--- src/rtl/cfgwin_pkg.sv ---
package cfgwin_pkg;

    localparam int OFF_W = 3;

    typedef enum logic [1:0] {
        SQ_IDLE = 2'd0,
        SQ_RD1  = 2'd1,
        SQ_RD2  = 2'd2,
        SQ_OPEN = 2'd3
    } seq_state_e;

    localparam logic [OFF_W-1:0] OFF_TRD   = 3'd0;
    localparam logic [OFF_W-1:0] OFF_TWR   = 3'd1;
    localparam logic [OFF_W-1:0] OFF_PROBE = 3'd1;
    localparam logic [OFF_W-1:0] OFF_KEY   = 3'd2;
    localparam logic [OFF_W-1:0] OFF_CTRL  = 3'd3;
    localparam logic [OFF_W-1:0] OFF_VER   = 3'd5;
    localparam logic [OFF_W-1:0] OFF_MISC  = 3'd6;

    localparam logic [7:0] KEY_OPEN  = 8'h03;
    localparam logic [7:0] KEY_CLOSE = 8'h83;

endpackage

--- src/rtl/cfgwin_seq.sv ---
module cfgwin_seq
    import cfgwin_pkg::*;
#(
    parameter int DW = 8
) (
    input  logic             clk,
    input  logic             rst_n,
    input  logic             rd_stb,
    input  logic             wr_stb,
    input  logic             acc_word,
    input  logic [OFF_W-1:0] acc_off,
    input  logic [DW-1:0]    key_byte,
    output logic             win_open
);

    typedef struct packed {
        seq_state_e st;
    } seq_t;

    seq_t cur_q, nxt_d;
    logic probe_rd, key_wr, any_acc;

    always_comb begin
        nxt_d    = cur_q;
        any_acc  = rd_stb | wr_stb;
        probe_rd = rd_stb && !wr_stb && acc_word && (acc_off == OFF_PROBE);
        key_wr   = wr_stb && !acc_word && (acc_off == OFF_KEY);
        if (any_acc) begin
            unique case (cur_q.st)
                SQ_IDLE: nxt_d.st = probe_rd ? SQ_RD1 : SQ_IDLE;
                SQ_RD1:  nxt_d.st = probe_rd ? SQ_RD2 : SQ_IDLE;
                SQ_RD2: begin
                    if (probe_rd)
                        nxt_d.st = SQ_RD2;
                    else if (key_wr && key_byte == DW'(KEY_OPEN))
                        nxt_d.st = SQ_OPEN;
                    else
                        nxt_d.st = SQ_IDLE;
                end
                SQ_OPEN: begin
                    if (key_wr && key_byte == DW'(KEY_CLOSE))
                        nxt_d.st = SQ_IDLE;
                end
                default: nxt_d.st = SQ_IDLE;
            endcase
        end
    end

    always_ff @(posedge clk or negedge rst_n) begin
        if (!rst_n)
            cur_q <= '{st: SQ_IDLE};
        else
            cur_q <= nxt_d;
    end

    assign win_open = (cur_q.st == SQ_OPEN);

endmodule

--- src/rtl/cfgwin_regs.sv ---
module cfgwin_regs
    import cfgwin_pkg::*;
#(
    parameter int          DW       = 8,
    parameter int          NUM_SETS = 2,
    parameter int          SEL_W    = 1,
    parameter logic [DW-1:0] CTRL_RST = 8'h85,
    parameter logic [DW-1:0] MISC_RST = 8'h00
) (
    input  logic                   clk,
    input  logic                   rst_n,
    input  logic                   wr_en,
    input  logic [OFF_W-1:0]       acc_off,
    input  logic [DW-1:0]          wdat,
    output logic [NUM_SETS*DW-1:0] tim_rd,
    output logic [NUM_SETS*DW-1:0] tim_wr,
    output logic [DW-1:0]          ctrl,
    output logic [DW-1:0]          misc,
    output logic [SEL_W-1:0]       set_sel
);

    typedef struct packed {
        logic [NUM_SETS-1:0][DW-1:0] trd;
        logic [NUM_SETS-1:0][DW-1:0] twr;
        logic [DW-1:0]               ctrl;
        logic [DW-1:0]               misc;
    } regs_t;

    regs_t rq_q, rq_d;

    assign set_sel = rq_q.misc[SEL_W-1:0];

    always_comb begin
        rq_d = rq_q;
        if (wr_en) begin
            unique case (acc_off)
                OFF_TRD: begin
                    for (int s = 0; s < NUM_SETS; s++)
                        if (set_sel == SEL_W'(s)) rq_d.trd[s] = wdat;
                end
                OFF_TWR: begin
                    for (int s = 0; s < NUM_SETS; s++)
                        if (set_sel == SEL_W'(s)) rq_d.twr[s] = wdat;
                end
                OFF_CTRL: rq_d.ctrl = wdat;
                OFF_MISC: rq_d.misc = wdat;
                default:  ;
            endcase
        end
    end

    always_ff @(posedge clk or negedge rst_n) begin
        if (!rst_n)
            rq_q <= '{trd: '0, twr: '0, ctrl: CTRL_RST, misc: MISC_RST};
        else
            rq_q <= rq_d;
    end

    generate
        for (genvar g = 0; g < NUM_SETS; g++) begin : g_flat
            assign tim_rd[g*DW +: DW] = rq_q.trd[g];
            assign tim_wr[g*DW +: DW] = rq_q.twr[g];
        end
    endgenerate

    assign ctrl = rq_q.ctrl;
    assign misc = rq_q.misc;

endmodule

--- src/rtl/cfgwin_rdmux.sv ---
module cfgwin_rdmux
    import cfgwin_pkg::*;
#(
    parameter int            DW       = 8,
    parameter int            NUM_SETS = 2,
    parameter int            SEL_W    = 1,
    parameter logic [DW-1:0] VERSION  = 8'h00
) (
    input  logic                   win_open,
    input  logic [OFF_W-1:0]       acc_off,
    input  logic [SEL_W-1:0]       set_sel,
    input  logic [NUM_SETS*DW-1:0] tim_rd,
    input  logic [NUM_SETS*DW-1:0] tim_wr,
    input  logic [DW-1:0]          ctrl,
    input  logic [DW-1:0]          misc,
    output logic [DW-1:0]          rd_data
);

    always_comb begin
        rd_data = '1;
        if (win_open) begin
            unique case (acc_off)
                OFF_TRD: begin
                    for (int s = 0; s < NUM_SETS; s++)
                        if (set_sel == SEL_W'(s)) rd_data = tim_rd[s*DW +: DW];
                end
                OFF_TWR: begin
                    for (int s = 0; s < NUM_SETS; s++)
                        if (set_sel == SEL_W'(s)) rd_data = tim_wr[s*DW +: DW];
                end
                OFF_CTRL: rd_data = ctrl;
                OFF_VER:  rd_data = VERSION;
                OFF_MISC: rd_data = misc;
                default:  rd_data = '1;
            endcase
        end
    end

endmodule

--- src/rtl/cfg_unlock_window.sv ---
module cfg_unlock_window
    import cfgwin_pkg::*;
#(
    parameter int            DW       = 8,
    parameter int            NUM_SETS = 2,
    parameter logic [DW-1:0] VERSION  = 8'h00,
    parameter logic [DW-1:0] CTRL_RST = 8'h85,
    parameter logic [DW-1:0] MISC_RST = 8'h00
) (
    input  logic                   clk,
    input  logic                   rst_n,
    input  logic                   rd_stb,
    input  logic                   wr_stb,
    input  logic                   acc_word,
    input  logic [2:0]             acc_off,
    input  logic [DW-1:0]          wr_data,
    output logic [DW-1:0]          rd_data,
    output logic                   acc_to_cfg,
    output logic [NUM_SETS*DW-1:0] tim_rd_o,
    output logic [NUM_SETS*DW-1:0] tim_wr_o,
    output logic [DW-1:0]          ctrl_o,
    output logic [DW-1:0]          misc_o
);

    localparam int SEL_W = (NUM_SETS > 1) ? $clog2(NUM_SETS) : 1;

    logic             win_open;
    logic [SEL_W-1:0] set_sel;

    cfgwin_seq #(.DW(DW)) u_seq (
        .clk      (clk),
        .rst_n    (rst_n),
        .rd_stb   (rd_stb),
        .wr_stb   (wr_stb),
        .acc_word (acc_word),
        .acc_off  (acc_off),
        .key_byte (wr_data),
        .win_open (win_open)
    );

    cfgwin_regs #(
        .DW(DW), .NUM_SETS(NUM_SETS), .SEL_W(SEL_W),
        .CTRL_RST(CTRL_RST), .MISC_RST(MISC_RST)
    ) u_regs (
        .clk     (clk),
        .rst_n   (rst_n),
        .wr_en   (win_open && wr_stb),
        .acc_off (acc_off),
        .wdat    (wr_data),
        .tim_rd  (tim_rd_o),
        .tim_wr  (tim_wr_o),
        .ctrl    (ctrl_o),
        .misc    (misc_o),
        .set_sel (set_sel)
    );

    cfgwin_rdmux #(
        .DW(DW), .NUM_SETS(NUM_SETS), .SEL_W(SEL_W), .VERSION(VERSION)
    ) u_rdmux (
        .win_open (win_open),
        .acc_off  (acc_off),
        .set_sel  (set_sel),
        .tim_rd   (tim_rd_o),
        .tim_wr   (tim_wr_o),
        .ctrl     (ctrl_o),
        .misc     (misc_o),
        .rd_data  (rd_data)
    );

    assign acc_to_cfg = win_open && (rd_stb || wr_stb);

endmodule

--- config.mk ---
export PLATFORM = sky130hd
export DESIGN_NAME = cfg_unlock_window
export DESIGN_NICKNAME = d
export VERILOG_FILES = /design/src/rtl/cfgwin_pkg.sv /design/src/rtl/cfgwin_seq.sv /design/src/rtl/cfgwin_regs.sv /design/src/rtl/cfgwin_rdmux.sv /design/src/rtl/cfg_unlock_window.sv
export SDC_FILE = /design/constraint.sdc
export NUM_CORES = 1
export LEC_CHECK = 0
export BUFFER_PORTS_ARGS = -buffer_cell sky130_fd_sc_hd__buf_4
export CORE_UTILIZATION = 45
export CTS_CLUSTER_DIAMETER = 100
export CTS_CLUSTER_SIZE = 14
export DETAILED_ROUTE_END_ITERATION = 10
export PLACE_DENSITY = 0.71
export SLEW_MARGIN = 30
export SYNTH_ARGS = -nofsm -noshare
export SYNTH_HDL_FRONTEND = slang
export SYNTH_SLANG_ARGS = --single-unit
--- constraint.sdc ---
create_clock -name clk -period 3.4 [get_ports clk]
set_clock_uncertainty 0.1 [all_clocks]
set_input_delay 0.34 -clock clk [delete_from_list [all_inputs] [get_ports clk]]
set_output_delay 0.34 -clock clk [all_outputs]
set_load 0.1 [all_outputs]
[Yosys cells after proc, flatten, opt, wreduce, memory -nomap -nowiden]
Index checks and enable logic that the tools add are counted.
Cells by class
  eq/ne operators: 11
  muxes and demuxes: 10
  bitwise gates (word level): 2
  reduce and logical (&&, ||, !) cells: 21
Operators with widths (count)
  one-hot mux 8 bit (5 select lines): 1
  2-to-1 mux 8 bit: 3
  AND reduction 3 bit: 4
  logical AND 1 bit: 9
  equality test 8 x 2 -> 1 bit, second input constant: 1
  equality test 8 bit, second input constant: 1
  2-to-1 mux 2 bit: 4
  one-hot mux 2 bit (4 select lines): 1
  equality test 3 x 2 -> 1 bit, second input constant: 2
  equality test 3 bit, second input constant: 2
  AND reduction 2 bit: 3
  equality test 2 bit, second input constant: 2
  equality test 3 x 1 -> 1 bit, second input constant: 1
  logical NOT 3 bit: 1
  equality test 2 x 1 -> 1 bit, second input constant: 1
  logical NOT 1 bit: 2
  logical NOT 2 bit: 1
  inequality test 2 x 1 -> 1 bit, second input constant: 1
  logical OR 1 bit: 1
  2-to-1 mux 1 bit: 1
  inverter 1 bit: 1
  bitwise OR 1 bit: 1
Word-level totals
  bits in registers: 50
  output and inout bits: 57
  word-level logic and storage cells: 51

[Depth between registers and ports, before layout]
  depth after elaboration: 7
  mapped depth: 6
  depth with buffers taken out: 4

[By module]
From an unflattened synthesis, not the netlist that was laid out.
Unflattened totals
  cell total of the unflattened synthesis: 184
  area, all modules: 2580.0 µm²
By module, submodules not included
  cfgwin_regs: times used 1, cells each 108, area an instance 1923.1 µm²
  cfgwin_rdmux: times used 1, cells each 55, area an instance 460.4 µm²
  cfgwin_seq: times used 1, cells each 19, area an instance 181.4 µm²
  cfg_unlock_window: times used 1, cells each 2, area an instance 15.0 µm²

[Worst setup path before layout]
No wires, ideal clock.
  path kind: reg-to-output
  from: register u_regs.rq_q (netlist bit u_regs.tim_rd[14])
  to: output rd_data[6]
  arrival time: 1.945 ns
  slack: 1.015 ns
  cell stages (with the launch flop): 5
  path buffers: 0
  cells stage by stage: dfrtp_1 -> mux2i_1 -> o22ai_1 -> nor2_1 -> nand2_1
On the way
  cells in the longest elaborated chain, start to end: 3
Ends and longest elaborated chain
  start, declared: line cfgwin_regs.sv:29  | regs_t rq_q, rq_d;
  start signal, assigned: line cfgwin_regs.sv:54  | rq_q <= '{trd: '0, twr: '0, ctrl: CTRL_RST, misc: MISC_RST};
  start signal, assigned: line cfgwin_regs.sv:56  | rq_q <= rq_d;
  2-to-1 mux 8 bit: line cfgwin_rdmux.sv:25  | if (set_sel == SEL_W'(s)) rd_data = tim_rd[s*DW +: DW];
  one-hot mux 8 bit (5 select lines): line cfgwin_rdmux.sv:22  | unique case (acc_off)
  2-to-1 mux 8 bit: line cfgwin_rdmux.sv:21  | if (win_open) begin
  end, declared: line cfg_unlock_window.sv:17  | output logic [DW-1:0] rd_data,
Every way passes these cells.

[Worst setup path in the final report]
  from: register u_regs.rq_q (netlist bit u_regs.misc[0])
  to: output rd_data[7]
On the way
  cells in the longest elaborated chain, start to end: 3
  elaborated cells on any way between the ends: 4
  those cells by class: mux: 4
Ends and longest elaborated chain (line)
  2-to-1 mux 8 bit (on tied branches): cfgwin_rdmux.sv:29, cfgwin_rdmux.sv:25
  one-hot mux 8 bit (5 select lines) (*): cfgwin_rdmux.sv:22
  2-to-1 mux 8 bit (*): cfgwin_rdmux.sv:21
Every way passes the cells marked *; elsewhere a longest branch is shown, timed or not.

==> results.cfg <==
[route]
drc = 0
route.top_layer_used = met4
wl_met1_mm = 2.977
routed_wl_mm = 6.199
antenna_left = 0
wl_met2_mm = 2.896
first_iter_violations = 109
vias_per_cell = 5.460
num_vias = 1829
wl_per_cell_um = 18.50
wl_met3_um = 312
dr.pass1.iters = 4

[power]
vdd_drop_max_mv = 0.5844
seqPwrFrac_pct = 32.1
swShare_pct = 54.44
p_sw_mw = 1.466
p_int_mw = 1.227
clockPowerShare_pct = 13.2
comb_power_share_pct = 54.8
power.density_nw_per_um2 = 857.0
p_leak_nw = 1.481
total_power_mw = 2.692

[floorplan]
start_util_pct = 47.48
fp.dieW_um = 76.11
dieArea_sq_um = 5792
io_pins = 73
num_rows = 26
core-area_sq_um = 5205
fp.dieH_um = 76.11

[timing]
slew-limit-headroom_pct = 49.82
tightest_slew_ns = 0.7527
hold_viol_final = 0
rsz0062_at_grt = no
setup_viol = 0
fin_ws_ns = 0.7369
tns_ns = 0
whs_ns = 0.1670
fmax_ghz = 0.3755
timing.final.crit_share_pct = 78.33
maxSlewViolCount = 0
period_minus_slack_ns = 2.663

[clock_tree]
clock_sinks = 50
cts_setup_buffers = 0
h-tree-depth = 2
cts_tree = built
ctsResizeCount = 0
numCtsBuffers = 5
clkTransAtPathRegs_ns = 0.09
clk_path_buf_depth = 2
clk_latency_ns = 0.30
root_buffer = clkbuf_8
cts_hold_buffers = 1

[run]
max-cap-violations = 0

[layout]
fin_nets = 280
final_cell_area_sq_um = 3142
drive_above_1_share_pct = 53.96
instances_no_fill = 335
diodes = 0
fin_util_pct = 60.36
area_delta_synth_final_pct = 27.14

[synthesis]
ys_ff_latch = 50
ys_top_cells_by_count = 48 x mux2_2, 47 x dfrtp_1, 17 x mux2i_1
synth_cell_type_count = 35
synth_top_area_share_pct = 47.59
synth_area_per_cell_sq_um = 12.94
synthCells = 191
ys_warn_count = 0
synthArstFlopShare_pct = 100.0
synth-edff-count = 0
syn-cell-area_sq_um = 2471
synth.yosys.seq_area_share_pct = 50.78
synth_fp_nets = 207
ys_top_cells_by_area = dfrtp_1 48%, mux2_2 22%, mux2i_1 6.9%
synthFlopType = dfrtp_1
yosysTopAreaCell = dfrtp_1
synthMostInstantiatedCell = mux2_2

[grt]
antenna_found_initial = 0
grt_pass1_vias = 1805
gr-total-overflow = 0
grtUsageTotal_pct = 22.13
grt_pass1_wl_mm = 9.867
grt_max_degree = 51

[setup_path]
critPathBufInv = 2
arrival_ns = 2.22
crit_chain = buf_4, mux2i_1, o22ai_1, nor2_1, nand2_1, buf_4
cpMostUsedCell = buf_4
r2r_start = u_regs.misc[0]
crit_family = flip-flops
cp_slowest_cell = dfrtp_1
critical_path.endpoint_type = output pin
path_class = reg -> out
r2r_slack_ns = 1.23
timing.rr.end = u_regs.tim_wr[1]
rr_worst_depth = 3
critPathLaunch = u_regs.misc[0]
cp_data_required_time_ns = 2.96
worst-path-max-fanout = 15
max_stage_delay_ns = 0.84
start_kind = flip-flop

[place]
routabilityCongestion = 0.7979
io_buffers = 72
place_hpwl_mm = 4.116
placed_cell_area_sq_um = 3040
dpl.cell_count = 326
dp_slack_ns = 1.105

[hold_path]
whs_path_depth = 2
worstHoldPathType = in -> reg
hold_start = wr_stb
holdPathEnd = u_seq.cur_q[0]

[run_status]
status = completed
-- sequential cells by signal, indices dropped and copies added (netlist names) --
signal and count:
u_regs.ctrl 8, u_regs.tim_rd 16, u_seq.cur_q 2, u_regs.misc 8, u_regs.tim_wr 16
-- how the worst max path moves through the flow --
stage,endpoint,slack [ns],cells after the start
4_1_cts,rd_data[7],0.75,6
6_report,rd_data[7],0.74,6
3_3_place_gp,rd_data[7],1.14,6
5_1_grt,rd_data[7],0.59,6
2_1_floorplan,rd_data[6],1.02,4
3_5_place_dp,rd_data[7],1.11,6
-- logic make-up after synthesis --
family	synth area share [%]
multiplexers	28.76
AO/OA/AOI/OAI	6.278
AND/OR/NAND/NOR	10.53
flip-flops	50.79
buffers and inverters	3.290
XOR/XNOR	0.3545
-- cell usage in the layout, fill, tap and decap left out --
| cell type | n |
|---|---|
| dfrtp_1 | 47 |
| o22ai_1 | 7 |
| nand3_1 | 1 |
| a211o_1 | 1 |
| inv_1 | 4 |
| nor4_1 | 2 |
| clkbuf_1 | 1 |
| clkbuf_8 | 6 |
| a21oi_1 | 3 |
| nand3_2 | 1 |
| clkinv_2 | 1 |
| nand2b_1 | 1 |
| and3b_2 | 2 |
| xnor2_1 | 1 |
| or3_1 | 2 |
| and4bb_2 | 1 |
| o31ai_1 | 1 |
| nor4bb_1 | 1 |
| nor3_4 | 2 |
| o21bai_1 | 2 |
| nand2_4 | 1 |
| dlygate4sd3_1 | 1 |
| dfstp_2 | 3 |
| nor2_2 | 2 |
| mux2i_1 | 17 |
| mux2_2 | 48 |
| nor2_1 | 10 |
| or3b_4 | 1 |
| o21ai_0 | 1 |
| nand2_2 | 1 |
| buf_4 | 73 |
| nor3b_1 | 2 |
| nor2_4 | 1 |
| nand2_1 | 9 |
| a22oi_1 | 8 |
-- worst register-to-register path, stage by stage (launching register included) --
cell and delay [ns]:
dfrtp_1 0.67, buf_4 0.35, nor3_4 0.54, mux2_2 0.40
-- metal layers --
metal / up-vias / global-route usage [%]
met1: 921 / 32.02
li1: 850 / -
met3: 2 / 4.910
met5: - / 0
met2: 56 / 34.82
met4: 0 / 3.462
-- area by class of cell --
| type | count | area [sq um] |
|---|---|---|
| clock inverter | 1 | 5.005 |
| timing repair buffer | 74 | 558.0 |
| clock buffer | 7 | 86.33 |
| sequential | 50 | 1255 |
| multi-input combinational | 129 | 1135 |
| inverter | 4 | 15.01 |
| fill | 446 | 2063 |
| tap | 70 | 87.58 |
-- power by group through the flow --
stage,Clock [mW],Sequential (mW),Combinational (mW)
3_3_place_gp,0,0.871,1.47
6_report,0.354,0.863,1.47
2_1_floorplan,0,1.78,0.273
3_5_place_dp,0,0.873,1.48
4_1_cts,0.363,0.864,1.48
5_1_grt,0.380,0.885,1.52
(Power assumes the default switching activity.)
